===== config.mk =====
export PLATFORM = sky130hd
export DESIGN_NAME = glitch_sequencer
export DESIGN_NICKNAME = d
export VERILOG_FILES = /design/src/rtl/glitch_seq_pkg.sv /design/src/rtl/glitch_cmd_rx.sv /design/src/rtl/glitch_param_regs.sv /design/src/rtl/glitch_timer.sv /design/src/rtl/glitch_sequencer.sv
export SDC_FILE = /design/constraint.sdc
export NUM_CORES = 1
export LEC_CHECK = 0
export BUFFER_PORTS_ARGS = -buffer_cell sky130_fd_sc_hd__buf_2
export CAP_MARGIN = 20
export CORE_AREA = 2 2 117 175
export CTS_BUF_LIST = sky130_fd_sc_hd__clkbuf_4 sky130_fd_sc_hd__clkbuf_8 sky130_fd_sc_hd__clkbuf_16
export CTS_CLUSTER_SIZE = 24
export DETAILED_ROUTE_END_ITERATION = 10
export DIE_AREA = 0 0 119 177
export HOLD_SLACK_MARGIN = 0.05
export PLACE_DENSITY = 0.49
export RECOVER_POWER = 50
export SYNTH_ARGS = -nofsm -noshare
export SYNTH_HDL_FRONTEND = slang
export SYNTH_SLANG_ARGS = --single-unit

===== constraint.sdc =====
create_clock -name clk_i -period 3.1 [get_ports clk_i]
set_input_delay 0.465 -clock clk_i [delete_from_list [all_inputs] [get_ports clk_i]]
set_output_delay 0.465 -clock clk_i [all_outputs]
set_load 0.01 [all_outputs]

===== src/rtl/glitch_seq_pkg.sv =====
package glitch_seq_pkg;
  localparam int BYTE_W = 8;
  localparam int VAL_W  = 2 * BYTE_W;

  localparam logic [BYTE_W-1:0] OP_SET_DLY = 8'h01;
  localparam logic [BYTE_W-1:0] OP_SET_W   = 8'h02;
  localparam logic [BYTE_W-1:0] OP_FIRE    = 8'h03;
  localparam logic [BYTE_W-1:0] OP_SWEEP   = 8'h04;
  localparam logic [BYTE_W-1:0] OP_ABORT   = 8'h05;

  typedef enum logic [2:0] {
    P_OP, P_DLO, P_DHI, P_WLO, P_WHI
  } parse_state_e;

  typedef enum logic [2:0] {
    ST_IDLE, ST_RST, ST_DLY, ST_GLT, ST_SETTLE
  } seq_state_e;
endpackage


===== src/rtl/glitch_cmd_rx.sv =====
module glitch_cmd_rx
  import glitch_seq_pkg::*;
(
  input  logic              clk_i,
  input  logic              rst_ni,
  input  logic              valid_i,
  input  logic [BYTE_W-1:0] data_i,
  input  logic              busy_i,
  output logic              wr_dly_o,
  output logic              wr_w_o,
  output logic [VAL_W-1:0]  wr_val_o,
  output logic              fire_o,
  output logic              sweep_o,
  output logic              abort_o
);
  parse_state_e      pst_q, pst_d;
  logic [BYTE_W-1:0] lo_q;

  assign wr_val_o = {data_i, lo_q};

  always_comb begin
    wr_dly_o = 1'b0;
    wr_w_o   = 1'b0;
    fire_o   = 1'b0;
    sweep_o  = 1'b0;
    abort_o  = 1'b0;
    pst_d    = pst_q;
    if (valid_i) begin
      unique case (pst_q)
        P_OP: begin
          if (data_i == OP_ABORT) abort_o = 1'b1;
          else if (!busy_i) begin
            unique case (data_i)
              OP_SET_DLY: pst_d = P_DLO;
              OP_SET_W:   pst_d = P_WLO;
              OP_FIRE:    fire_o = 1'b1;
              OP_SWEEP:   sweep_o = 1'b1;
              default: ;
            endcase
          end
        end
        P_DLO: pst_d = P_DHI;
        P_DHI: begin
          wr_dly_o = 1'b1;
          pst_d    = P_OP;
        end
        P_WLO: pst_d = P_WHI;
        P_WHI: begin
          wr_w_o = 1'b1;
          pst_d  = P_OP;
        end
        default: pst_d = P_OP;
      endcase
    end
  end

  always_ff @(posedge clk_i or negedge rst_ni) begin
    if (!rst_ni) begin
      pst_q <= P_OP;
      lo_q  <= '0;
    end else begin
      pst_q <= pst_d;
      if (valid_i && (pst_q == P_DLO || pst_q == P_WLO)) lo_q <= data_i;
    end
  end
endmodule


===== src/rtl/glitch_param_regs.sv =====
module glitch_param_regs
  import glitch_seq_pkg::*;
#(
  parameter logic [VAL_W-1:0] W_MAX   = 16'd255,
  parameter logic [VAL_W-1:0] DLY_MAX = 16'hFFFF
) (
  input  logic             clk_i,
  input  logic             rst_ni,
  input  logic             wr_dly_i,
  input  logic             wr_w_i,
  input  logic [VAL_W-1:0] wr_val_i,
  input  logic             sweep_start_i,
  input  logic             step_i,
  output logic [VAL_W-1:0] dly_o,
  output logic [VAL_W-1:0] w_o,
  output logic             at_max_o
);
  logic [VAL_W-1:0] dly_q, w_q, w_min_q;

  always_ff @(posedge clk_i or negedge rst_ni) begin
    if (!rst_ni) begin
      dly_q   <= '0;
      w_q     <= '0;
      w_min_q <= '0;
    end else begin
      if (wr_dly_i) dly_q <= wr_val_i;
      if (wr_w_i)   w_q   <= wr_val_i;
      if (sweep_start_i) w_min_q <= w_q;
      if (step_i) begin
        // width is the inner loop
        if (w_q < W_MAX) begin
          w_q <= w_q + 1'b1;
        end else begin
          w_q   <= w_min_q;
          dly_q <= dly_q + 1'b1;
        end
      end
    end
  end

  assign dly_o    = dly_q;
  assign w_o      = w_q;
  assign at_max_o = (w_q >= W_MAX) && (dly_q >= DLY_MAX);
endmodule


===== src/rtl/glitch_timer.sv =====
module glitch_timer
  import glitch_seq_pkg::*;
#(
  parameter int RST_CYCLES    = 1024,
  parameter int SETTLE_CYCLES = 65536
) (
  input  logic             clk_i,
  input  logic             rst_ni,
  input  logic             fire_i,
  input  logic             sweep_i,
  input  logic             abort_i,
  input  logic [VAL_W-1:0] dly_i,
  input  logic [VAL_W-1:0] w_i,
  input  logic             at_max_i,
  output logic             target_rst_no,
  output logic             glitch_o,
  output logic             busy_o,
  output logic             step_o
);
  localparam int LIM_A = (RST_CYCLES > SETTLE_CYCLES) ? RST_CYCLES : SETTLE_CYCLES;
  localparam int LIM_B = (LIM_A > (1 << VAL_W)) ? LIM_A : (1 << VAL_W);
  localparam int TW    = $clog2(LIM_B) + 1;
  localparam logic [TW-1:0] RST_LAST    = TW'(RST_CYCLES - 1);
  localparam logic [TW-1:0] SETTLE_LAST = TW'(SETTLE_CYCLES - 1);

  seq_state_e  st_q, st_d;
  logic [TW-1:0] cnt_q, cnt_d;
  logic        sweep_q, sweep_d;
  logic        fin;

  always_comb begin
    st_d    = st_q;
    cnt_d   = cnt_q + 1'b1;
    sweep_d = sweep_q;
    step_o  = 1'b0;
    fin     = 1'b0;
    unique case (st_q)
      ST_IDLE: begin
        cnt_d = '0;
        if (fire_i || sweep_i) begin
          st_d    = ST_RST;
          sweep_d = sweep_i;
        end
      end
      ST_RST: begin
        if (cnt_q == RST_LAST) begin
          cnt_d = '0;
          if (dly_i != '0)    st_d = ST_DLY;
          else if (w_i != '0) st_d = ST_GLT;
          else                fin  = 1'b1;
        end
      end
      ST_DLY: begin
        if (cnt_q == TW'(dly_i) - TW'(1)) begin
          cnt_d = '0;
          if (w_i != '0) st_d = ST_GLT;
          else           fin  = 1'b1;
        end
      end
      ST_GLT: begin
        if (cnt_q == TW'(w_i) - TW'(1)) fin = 1'b1;
      end
      ST_SETTLE: begin
        if (cnt_q == SETTLE_LAST) begin
          cnt_d  = '0;
          step_o = 1'b1;
          st_d   = ST_RST;
        end
      end
      default: st_d = ST_IDLE;
    endcase
    if (fin) begin
      cnt_d = '0;
      if (sweep_q && !at_max_i) begin
        st_d = ST_SETTLE;
      end else begin
        st_d    = ST_IDLE;
        sweep_d = 1'b0;
      end
    end
    if (abort_i) begin
      st_d    = ST_IDLE;
      cnt_d   = '0;
      sweep_d = 1'b0;
      step_o  = 1'b0;
    end
  end

  always_ff @(posedge clk_i or negedge rst_ni) begin
    if (!rst_ni) begin
      st_q    <= ST_IDLE;
      cnt_q   <= '0;
      sweep_q <= 1'b0;
    end else begin
      st_q    <= st_d;
      cnt_q   <= cnt_d;
      sweep_q <= sweep_d;
    end
  end

  assign target_rst_no = (st_q != ST_RST);
  assign glitch_o      = (st_q == ST_GLT);
  assign busy_o        = (st_q != ST_IDLE);
endmodule


===== src/rtl/glitch_sequencer.sv =====
module glitch_sequencer
  import glitch_seq_pkg::*;
#(
  parameter int RST_CYCLES    = 1024,
  parameter int SETTLE_CYCLES = 65536,
  parameter logic [15:0] W_MAX   = 16'd255,
  parameter logic [15:0] DLY_MAX = 16'hFFFF
) (
  input  logic        clk_i,
  input  logic        rst_ni,
  input  logic        cmd_valid_i,
  input  logic [7:0]  cmd_data_i,
  output logic        target_rst_no,
  output logic        glitch_o,
  output logic        busy_o,
  output logic [15:0] cur_delay_o,
  output logic [15:0] cur_width_o
);
  logic             wr_dly, wr_w, fire, sweep, abort, step, at_max;
  logic [VAL_W-1:0] wr_val;

  glitch_cmd_rx u_rx (
    .clk_i    (clk_i),
    .rst_ni   (rst_ni),
    .valid_i  (cmd_valid_i),
    .data_i   (cmd_data_i),
    .busy_i   (busy_o),
    .wr_dly_o (wr_dly),
    .wr_w_o   (wr_w),
    .wr_val_o (wr_val),
    .fire_o   (fire),
    .sweep_o  (sweep),
    .abort_o  (abort)
  );

  glitch_param_regs #(
    .W_MAX   (W_MAX),
    .DLY_MAX (DLY_MAX)
  ) u_regs (
    .clk_i         (clk_i),
    .rst_ni        (rst_ni),
    .wr_dly_i      (wr_dly),
    .wr_w_i        (wr_w),
    .wr_val_i      (wr_val),
    .sweep_start_i (sweep),
    .step_i        (step),
    .dly_o         (cur_delay_o),
    .w_o           (cur_width_o),
    .at_max_o      (at_max)
  );

  glitch_timer #(
    .RST_CYCLES    (RST_CYCLES),
    .SETTLE_CYCLES (SETTLE_CYCLES)
  ) u_timer (
    .clk_i         (clk_i),
    .rst_ni        (rst_ni),
    .fire_i        (fire),
    .sweep_i       (sweep),
    .abort_i       (abort),
    .dly_i         (cur_delay_o),
    .w_i           (cur_width_o),
    .at_max_i      (at_max),
    .target_rst_no (target_rst_no),
    .glitch_o      (glitch_o),
    .busy_o        (busy_o),
    .step_o        (step)
  );
endmodule


Word-level counts from Yosys, hierarchy flattened:

Index checks and enable logic that the tools add are counted.

* add/sub/neg operators: 5
* $mul: 0
* div/mod/pow operators: 0
* order comparisons: 3
* eq/ne operators: 26
* shift operators: 0
* mux-type cells: 57
* bitwise gates (word level): 0
* reduce and logical (&&, ||, !) cells: 14

Operators by type and width (count)
* 2-to-1 mux 16 bit: 6
* 2-to-1 mux 17 bit: 5
* one-hot mux 17 bit (4 select lines): 1
* == test 17 bit: 2
* subtractor 16 x 1 -> 17 bit (second input constant): 2
* 2-to-1 mux 3 bit: 11
* adder 16 x 1 -> 16 bit (second input constant): 2
* nonzero test 16 bit: 2
* 2-to-1 mux 1 bit: 30
* adder 17 x 1 -> 17 bit (second input constant): 1
* == test 17 x 10 -> 1 bit (second input constant): 1
* == test 17 x 16 -> 1 bit (second input constant): 1
* == test 8 x 2 -> 1 bit (second input constant): 2
* == test 8 x 3 -> 1 bit (second input constant): 2
* >= comparator 16 bit (second input constant): 1
* >= comparator 16 x 8 -> 1 bit (second input constant): 1
* less-than comparator 16 x 8 -> 1 bit (second input constant): 1
* inequality test 4 x 2 -> 1 bit (second input constant): 4
* one-hot mux 3 bit (5 select lines): 1
* == test 3 x 2 -> 1 bit (second input constant): 4
* one-hot mux 3 bit (3 select lines): 1
* == test 8 x 1 -> 1 bit (second input constant): 1
* == test 3 x 1 -> 1 bit (second input constant): 2
* == test 3 bit (second input constant): 2
* 13 further kinds: 19

* register bits after elaboration: 80
* bits in latches: 0
* bits in writable memories: 0
* ROM bits: 0
* input port bits: 11
* word-level logic and storage cells: 113
* memories: 0

Longest topological paths before layout:

Gate-level depths: netlist of the first run.

* depth after elaboration: 12
* gate-level depth with buffers: 13
* gate-level depth less buffers: 12

Cells and area by module:

From an unflattened synthesis of the first run, not the netlist that was laid out.

* cell total of the unflattened synthesis: 608
* area, all modules: 5656.7 sq um

Modules (own cells, without submodules)
* glitch_param_regs: instances 1, cells an instance 244, area an instance 2573.7 sq um
* glitch_timer: instances 1, cells an instance 313, area an instance 2476.1 sq um
* glitch_cmd_rx: instances 1, cells an instance 51, area an instance 606.8 sq um

Worst setup path before layout of the first run:

OpenSTA, ideal clock, no wires.

* path kind: reg-to-reg
* start point: register u_regs.dly_q[0] (netlist: u_regs.dly_o[0])
* end point: register u_timer.cnt_q[6]
* library setup time: 148 ps
* arrival: 2700 ps
* required time: 2952 ps
* slack: 252 ps
* stages on the path, launching flop included: 13
* buffers on the path: 3
* cell sequence: dfrtp_1 -> buf_2 -> inv_1 -> ha_1 -> or3b_1 -> buf_2 -> nor4_4 -> mux2_2 -> o21ai_1 -> o211ai_2 -> o21ai_4 -> buf_6 -> a211oi_1

* longest elaborated chain between the ends: 6

Ends and longest elaborated chain
* start: declaration: line glitch_param_regs.sv:18 `logic [VAL_W-1:0] dly_q, w_q, w_min_q;`
* start signal: assignment: line glitch_param_regs.sv:26 `if (wr_dly_i) dly_q <= wr_val_i;`
* start signal: assignment: line glitch_param_regs.sv:35 `dly_q <= dly_q + 1'b1;`
* subtractor 16 x 1 -> 17 bit or nonzero test 16 bit (tied branches): line glitch_timer.sv:54, glitch_timer.sv:48
* == test 17 bit or 2-to-1 mux 1 bit (tied branches): line glitch_timer.sv:54, glitch_timer.sv:48
* 2-to-1 mux 17 bit, or another cell as far along: line glitch_timer.sv:54 `if (cnt_q == TW'(dly_i) - TW'(1)) begin`
* one-hot mux 17 bit (4 select lines) or one-hot mux 1 bit (3 select lines) (tied branches): line glitch_timer.sv:37 `unique case (st_q)`
* 2-to-1 mux 17 bit (*): line glitch_timer.sv:72 `if (fin) begin`
* 2-to-1 mux 17 bit (*): line glitch_timer.sv:81 `if (abort_i) begin`
* net u_timer.cnt_d[6]: line glitch_timer.sv:27 `logic [TW-1:0] cnt_q, cnt_d;`
* end signal: assignment: line glitch_timer.sv:96 `cnt_q <= cnt_d;`
* end: declaration: line glitch_timer.sv:27

The timed path passes the listed nets; every way through them passes the cells marked *.
A chain may end at the register's enable or synchronous reset.

Worst setup path after layout of the first run:

* start point: register u_regs.dly_q[0] (netlist: u_regs.dly_o[0])
* end point: register u_timer.cnt_q[2]

Same word-level chain as after synthesis.

==> impl_metrics.json, run 1 <==
{
  "outcome": "complete, no violations",
  "async_reset_ff_share_pct": 100,
  "reg2reg_slack_ps": 220,
  "gp_congestion": 0.905,
  "vias": 5115,
  "route.detailed.drc": 0,
  "drt_iter0_drc": 360,
  "nets": 716,
  "cts_buffer_depth": 2,
  "ys_warn_count": 0,
  "num_rows": 63,
  "holdWs_ps": 356,
  "clk_latency_ps": 340,
  "swShare_pct": 36.1,
  "intPower_mw": 2.27,
  "fin_util_pct": 34.5,
  "maxSlewViolCount": 0,
  "clockRootBuffer": "clkbuf_16",
  "cts_sinks": 80,
  "synth-edff-count": 0,
  "power.ir.vdd_worst_uv": 249,
  "finalSetupTns_ps": 0,
  "path_class": "reg -> reg",
  "numCtsBuffers": 9,
  "wirelength_um": 19300,
  "yosysTopAreaCellShare_pct": 34.7,
  "timing.final.crit_share_pct": 92.8,
  "final_hold_viol_count": 0,
  "start_kind": "flop",
  "io_pins": 46,
  "path_max_fanout": 16,
  "rr_worst_depth": 9,
  "antenna_found_initial": 0,
  "grt_first_pass_wirelength_um": 29900,
  "setup_viol": 0,
  "cts_tree": "built",
  "start_util_pct": 29.4,
  "die_area_um2": 21100,
  "hold_buffers": 0,
  "antenna_cells": 0,
  "yosysTopAreaCell": "dfrtp_1",
  "leakagePower_nw": 2.76,
  "holdCritPathClass": "in -> async",
  "finalCriticalPeriod_ps": 2880,
  "powerDensity_nw_per_um2": 525,
  "syn_nets": 658,
  "r2r-end": "u_timer.cnt_q[2]",
  "synth.area.top_cells": "dfrtp_1 (35%), xnor2_1 (5.6%), mux2_2 (4.3%)",
  "overflow": 0,
  "synth_area_um2": 5770,
  "area_growth_pct": 17.6,
  "combPwrFrac_pct": 31.2,
  "synth_ff_type": "dfrtp_1",
  "cp-end-kind": "flop",
  "post-dp-hpwl_um": 14800,
  "critical_path_arrival_ps": 3090,
  "grt_usage_pct": 18.6,
  "seq_area_frac_synth_pct": 34.7,
  "tightest_slew_ps": 1220,
  "wire_per_inst_um": 20.0,
  "postCtsSetupBuffers": 0,
  "rsz0062_at_grt": "no",
  "dieHeight_um": 177,
  "finClkSkew_ps": 11.2,
  "maxCapViolations": 0,
  "p_switching_mw": 1.28,
  "path_clk_slew_ps": 70,
  "p_clk_share_pct": 32.0,
  "drtPass1Iterations": 5,
  "postSynthCellCount": 640,
  "reg2reg_from": "u_regs.dly_o[0]",
  "core-area_um2": 19600,
  "via_per_inst": 5.31,
  "power_frac_seq_pct": 36.7,
  "fmax_mhz": 348,
  "required_ps": 3320,
  "synth.distinct_cells": 72,
  "drive_above_1_share_pct": 24.2,
  "grt_pass1_vias": 5253,
  "cts_resized": 0,
  "h-tree-depth": 3,
  "die_w_um": 119,
  "ant_nets": 0,
  "synth_area_per_cell_um2": 9.01,
  "nFillCells": 2050,
  "ys_ff_latch": 80,
  "critPathLaunch": "u_regs.dly_o[0]",
  "grt_max_degree": 45,
  "relSlewSlack_pct": 18.5,
  "io_buffers": 45
}
-- metal layers --
layer	up-vias	track usage [%]	share of wire, %
met5	-	0	0
met4	0	8.18	3.5
met3	30	1.97	2.6
met2	106	35.3	54
met1	2544	20.6	40
li1	2435	-	-
-- worst max path at each step --
| stage | to | depth (start not counted) | slack [ps] |
|---|---|---|---|
| 2_1_floorplan | u_timer.cnt_q[6] | 12 | 250 |
| 4_1_cts | u_timer.cnt_q[2] | 10 | 240 |
| 6_report | u_timer.cnt_q[2] | 9 | 220 |
| 3_3_place_gp | u_timer.st_q[1] | 8 | 230 |
| 3_5_place_dp | u_timer.st_q[0] | 8 | 200 |
| 5_1_grt | u_timer.cnt_q[4] | 9 | 30 |
-- cell usage in the layout (no fill, tap or decap), types with 3 or more instances in the layout --
master     Yosys  layout
a211oi_1      17      17
a211oi_2      10      10
a21oi_1       22      22
a311oi_1       4       4
a31oi_1        6       6
and2_1         3       3
and3_1        14      14
buf_2         11      41
buf_4          1      45
clkbuf_1      32       8
clkbuf_16      0       9
dfrtp_1       80      80
ha_1           7       7
inv_1         19      19
inv_6          0       3
mux2_2        22      22
mux2i_1       17      17
nand2_1       54      54
nand2b_1       4       4
nand3_1       33      33
nand3b_1       5       5
nand4_1       10      10
nand4b_1       3       3
nor2_1        46      46
nor3_1        21      20
nor3_2         3       4
nor3_4         3       3
nor3b_1        6       6
nor4_1         8       8
nor4_4         5       5
o211ai_1       8       8
o21ai_0       35      35
o22ai_1        7       7
o41ai_1        3       3
or2_2          4       4
or3_1          7       7
xnor2_1       37      37
xor2_1        23      23
-- power groups by stage --
stage                     registers, mW  clock network, mW  logic, mW
after floorplan                    1.30                  0      0.691
after global placement             1.32                  0       1.11
after detailed placement           1.33                  0       1.13
after CTS                          1.31               1.16       1.14
after global routing               1.32               1.20       1.22
final                              1.31               1.14       1.11
-- cell type report --
cell class / count / area [µm²] / share of cell area [%]
clock buffers: 9 / 225 / 3.32
clock inverters: 7 / 86.3 / 1.27
inverters: 19 / 71.3 / 1.05
multi-input cells: 490 / 3450 / 50.8
flip-flops and latches: 80 / 2000 / 29.5
well taps: 260 / 325 / 4.80
repair buffers: 98 / 623 / 9.19
-- metrics by stage --
step           setup WS, ps  power (mW)  cell area (µm²)  cells
4_1_cts                 243        3.61             6820    963
6_report                224        3.56             6780    963
3_3_place_gp            233        2.43             6510    947
2_1_floorplan           252        1.99             5770    640
5_1_grt                28.1        3.74             6780    963
3_5_place_dp            199        2.46             6510    947
-- worst max-delay path: stages, from the launching register on --
cell and delay (ps):
dfrtp_1 370, clkbuf_1 260, nor4_4 360, nand2_1 130, or3_1 330, xnor2_1 140, or4_4 600, o21ai_4 150
buf_4 260, a211oi_1 110
-- synthesized netlist by cell type (all sizes together), types with 7 or more instances --
library cell / count
clkbuf: 33
nor4: 13
ha: 7
nand3: 33
o21ai: 38
xnor2: 38
or3: 7
o22ai: 7
inv: 19
o211ai: 9
nor2: 48
a211oi: 27
xor2: 23
mux2i: 17
nand2: 56
buf: 18
dfrtp: 80
and3: 14
mux2: 22
nor3: 27
a21oi: 22
nand4: 10
-- cells by family (layout without fill, tap and decap cells) --
family / Yosys count / in the layout / share of synthesized area, %
simple gates: 247 / 247 / 24.7
compound gates: 136 / 136 / 16.8
flops: 80 / 80 / 34.7
buf+inv: 70 / 133 / 5.60
xor+xnor: 61 / 61 / 9.40
mux: 39 / 39 / 7.25
fa+ha+maj: 7 / 7 / 1.52
-- state kept, by name (all words and copies together), names as in the netlist --
name / flops
u_regs.dly_o: 16
u_regs.w_min_q: 16
u_regs.w_o: 16
u_rx.lo_q: 8
u_rx.pst_q: 3
u_timer.cnt_q: 17
u_timer.st_q: 3
u_timer.sweep_q: 1
Power figures use the tool's default switching activity.
==> run 2: changes to the inputs <==
- PLACE_DENSITY: 0.49 -> default
==> impl_metrics.json, run 2 (synthesis gave the netlist of run 1 again) <==
{
  "outcome": "complete, no violations",
  "overflow": 0,
  "critical_path_arrival_ps": 3020,
  "grt_first_pass_wirelength_um": 27500,
  "required_ps": 3320,
  "place.detailed.instances": 932,
  "start_kind": "flop",
  "drtPass1Iterations": 5,
  "finalSetupTns_ps": 0,
  "rsz0062_at_grt": "no",
  "grt_usage_pct": 16.7,
  "via_per_inst": 5.34,
  "cts_buffer_depth": 2,
  "worstHoldPathCells": 2,
  "gp_congestion": 0.854,
  "final_hold_viol_count": 0,
  "powerDensity_nw_per_um2": 522,
  "h-tree-depth": 3,
  "drt_iter0_drc": 340,
  "relSlewSlack_pct": 10.9,
  "layout_common_cells": "dfrtp_1 (80), nand2_1 (54), nor2_1 (46), buf_2 (42), xnor2_1 (37)",
  "drive_above_1_share_pct": 22.5,
  "area_growth_pct": 15.9,
  "largest-register": "u_timer.cnt_q",
  "hold_buffers": 0,
  "route.detailed.drc": 0,
  "combPwrFrac_pct": 29.4,
  "io_buffers": 45,
  "io_pins": 46,
  "clockRootBuffer": "clkbuf_16",
  "holdCritPathClass": "in -> reg",
  "grt_pass1_vias": 4941,
  "postPlaceCellArea_um2": 6380,
  "path_class": "reg -> reg",
  "setup_viol": 0,
  "wirelength_um": 17400,
  "p_clk_share_pct": 32.3,
  "post-dp-hpwl_um": 12900,
  "intPower_mw": 2.26,
  "die_w_um": 119,
  "postCtsSetupBuffers": 0,
  "p_switching_mw": 1.23,
  "num_rows": 63,
  "holdWs_ps": 363,
  "maxCapViolations": 0,
  "tightest_slew_ps": 1340,
  "start_util_pct": 29.4,
  "grt_max_degree": 81,
  "vias": 5070,
  "power.ir.vdd_worst_uv": 250,
  "path_clk_slew_ps": 70,
  "cts_sinks": 80,
  "ant_nets": 0,
  "leakagePower_nw": 2.69,
  "numCtsBuffers": 9,
  "wire_per_inst_um": 18.3,
  "largest_reg_flops": 17,
  "cp-end-kind": "flop",
  "antenna_found_initial": 0,
  "die_area_um2": 21100,
  "nets": 703,
  "clk_latency_ps": 350,
  "layout_commonest_cell": "dfrtp_1",
  "core-area_um2": 19600,
  "timing.final.crit_share_pct": 90.4,
  "cts_tree": "built",
  "finalCriticalPeriod_ps": 2800,
  "finClkSkew_ps": 8.70,
  "dieHeight_um": 177,
  "final_area_um2": 6680,
  "path_max_fanout": 16,
  "stdcell_count": 950,
  "cts_resized": 0,
  "power_mw": 3.49,
  "maxSlewViolCount": 0,
  "antenna_cells": 0,
  "power_frac_seq_pct": 38.3,
  "fmax_mhz": 357,
  "rr_worst_depth": 10,
  "swShare_pct": 35.2
}
[run 2: path summary, 6_finish.rpt]
| path | startpoint | endpoint | slack [ps] |
|---|---|---|---|
| worst min register to register | u_regs.w_min_q[1] | u_regs.w_min_q[1] | 490 |
| max in group asynchronous | rst_ni | u_timer.cnt_q[2] | 550 |
| worst max-delay path | u_regs.dly_o[1] | u_timer.cnt_q[4] | 300 |
| worst max register to register | u_regs.dly_o[1] | u_timer.cnt_q[4] | 300 |
| min in group asynchronous | rst_ni | u_regs.dly_o[15] | 930 |
| worst min-delay path | cmd_valid_i | u_rx.pst_q[1] | 360 |
[run 2: power groups by stage]
stage / combinational, mW / sequential (mW) / clock (mW)
after global routing: 1.13 / 1.35 / 1.18
after detailed placement: 1.03 / 1.36 / 0
after floorplan: 0.691 / 1.30 / 0
after global placement: 1.02 / 1.35 / 0
after CTS: 1.04 / 1.34 / 1.15
final: 1.03 / 1.34 / 1.13
[run 2: stage by stage]
stage | setup WS, ps | utilization (%)
after floorplan | 252 | -
after global placement | 332 | 32.5
after detailed placement | 319 | 32.5
after CTS | 295 | 34.1
after global routing | 111 | 34.0
final | 298 | 34.0
[run 2: area by class of cell]
| type | instances | area (µm²) |
|---|---|---|
| Clock buffer | 10 | 239 |
| Clock inverter | 6 | 72.6 |
| Fill cell | 1997 | 12900 |
| Inverter | 19 | 71.3 |
| Multi-Input combinational cell | 490 | 3450 |
| Sequential cell | 80 | 2000 |
| Tap cell | 260 | 325 |
| Timing Repair Buffer | 85 | 527 |
[run 2: critical path, stage by stage (launching register included)]
cell and delay, ps:
dfrtp_1 380, inv_1 60, ha_1 180, or3b_1 510, nor4_4 330, mux2_2 360
o21ai_1 160, o211ai_2 220, o21ai_4 210, buf_12 170, a211oi_1 90
[run 2: per-layer routing]
metal | up-vias | track usage (%) | routed length [µm]
li1 | 2412 | - | -
met5 | - | 0 | 0
met4 | 0 | 6.35 | 541
met3 | 34 | 1.90 | 690
met1 | 2479 | 19.9 | 7240
met2 | 145 | 30.5 | 8960
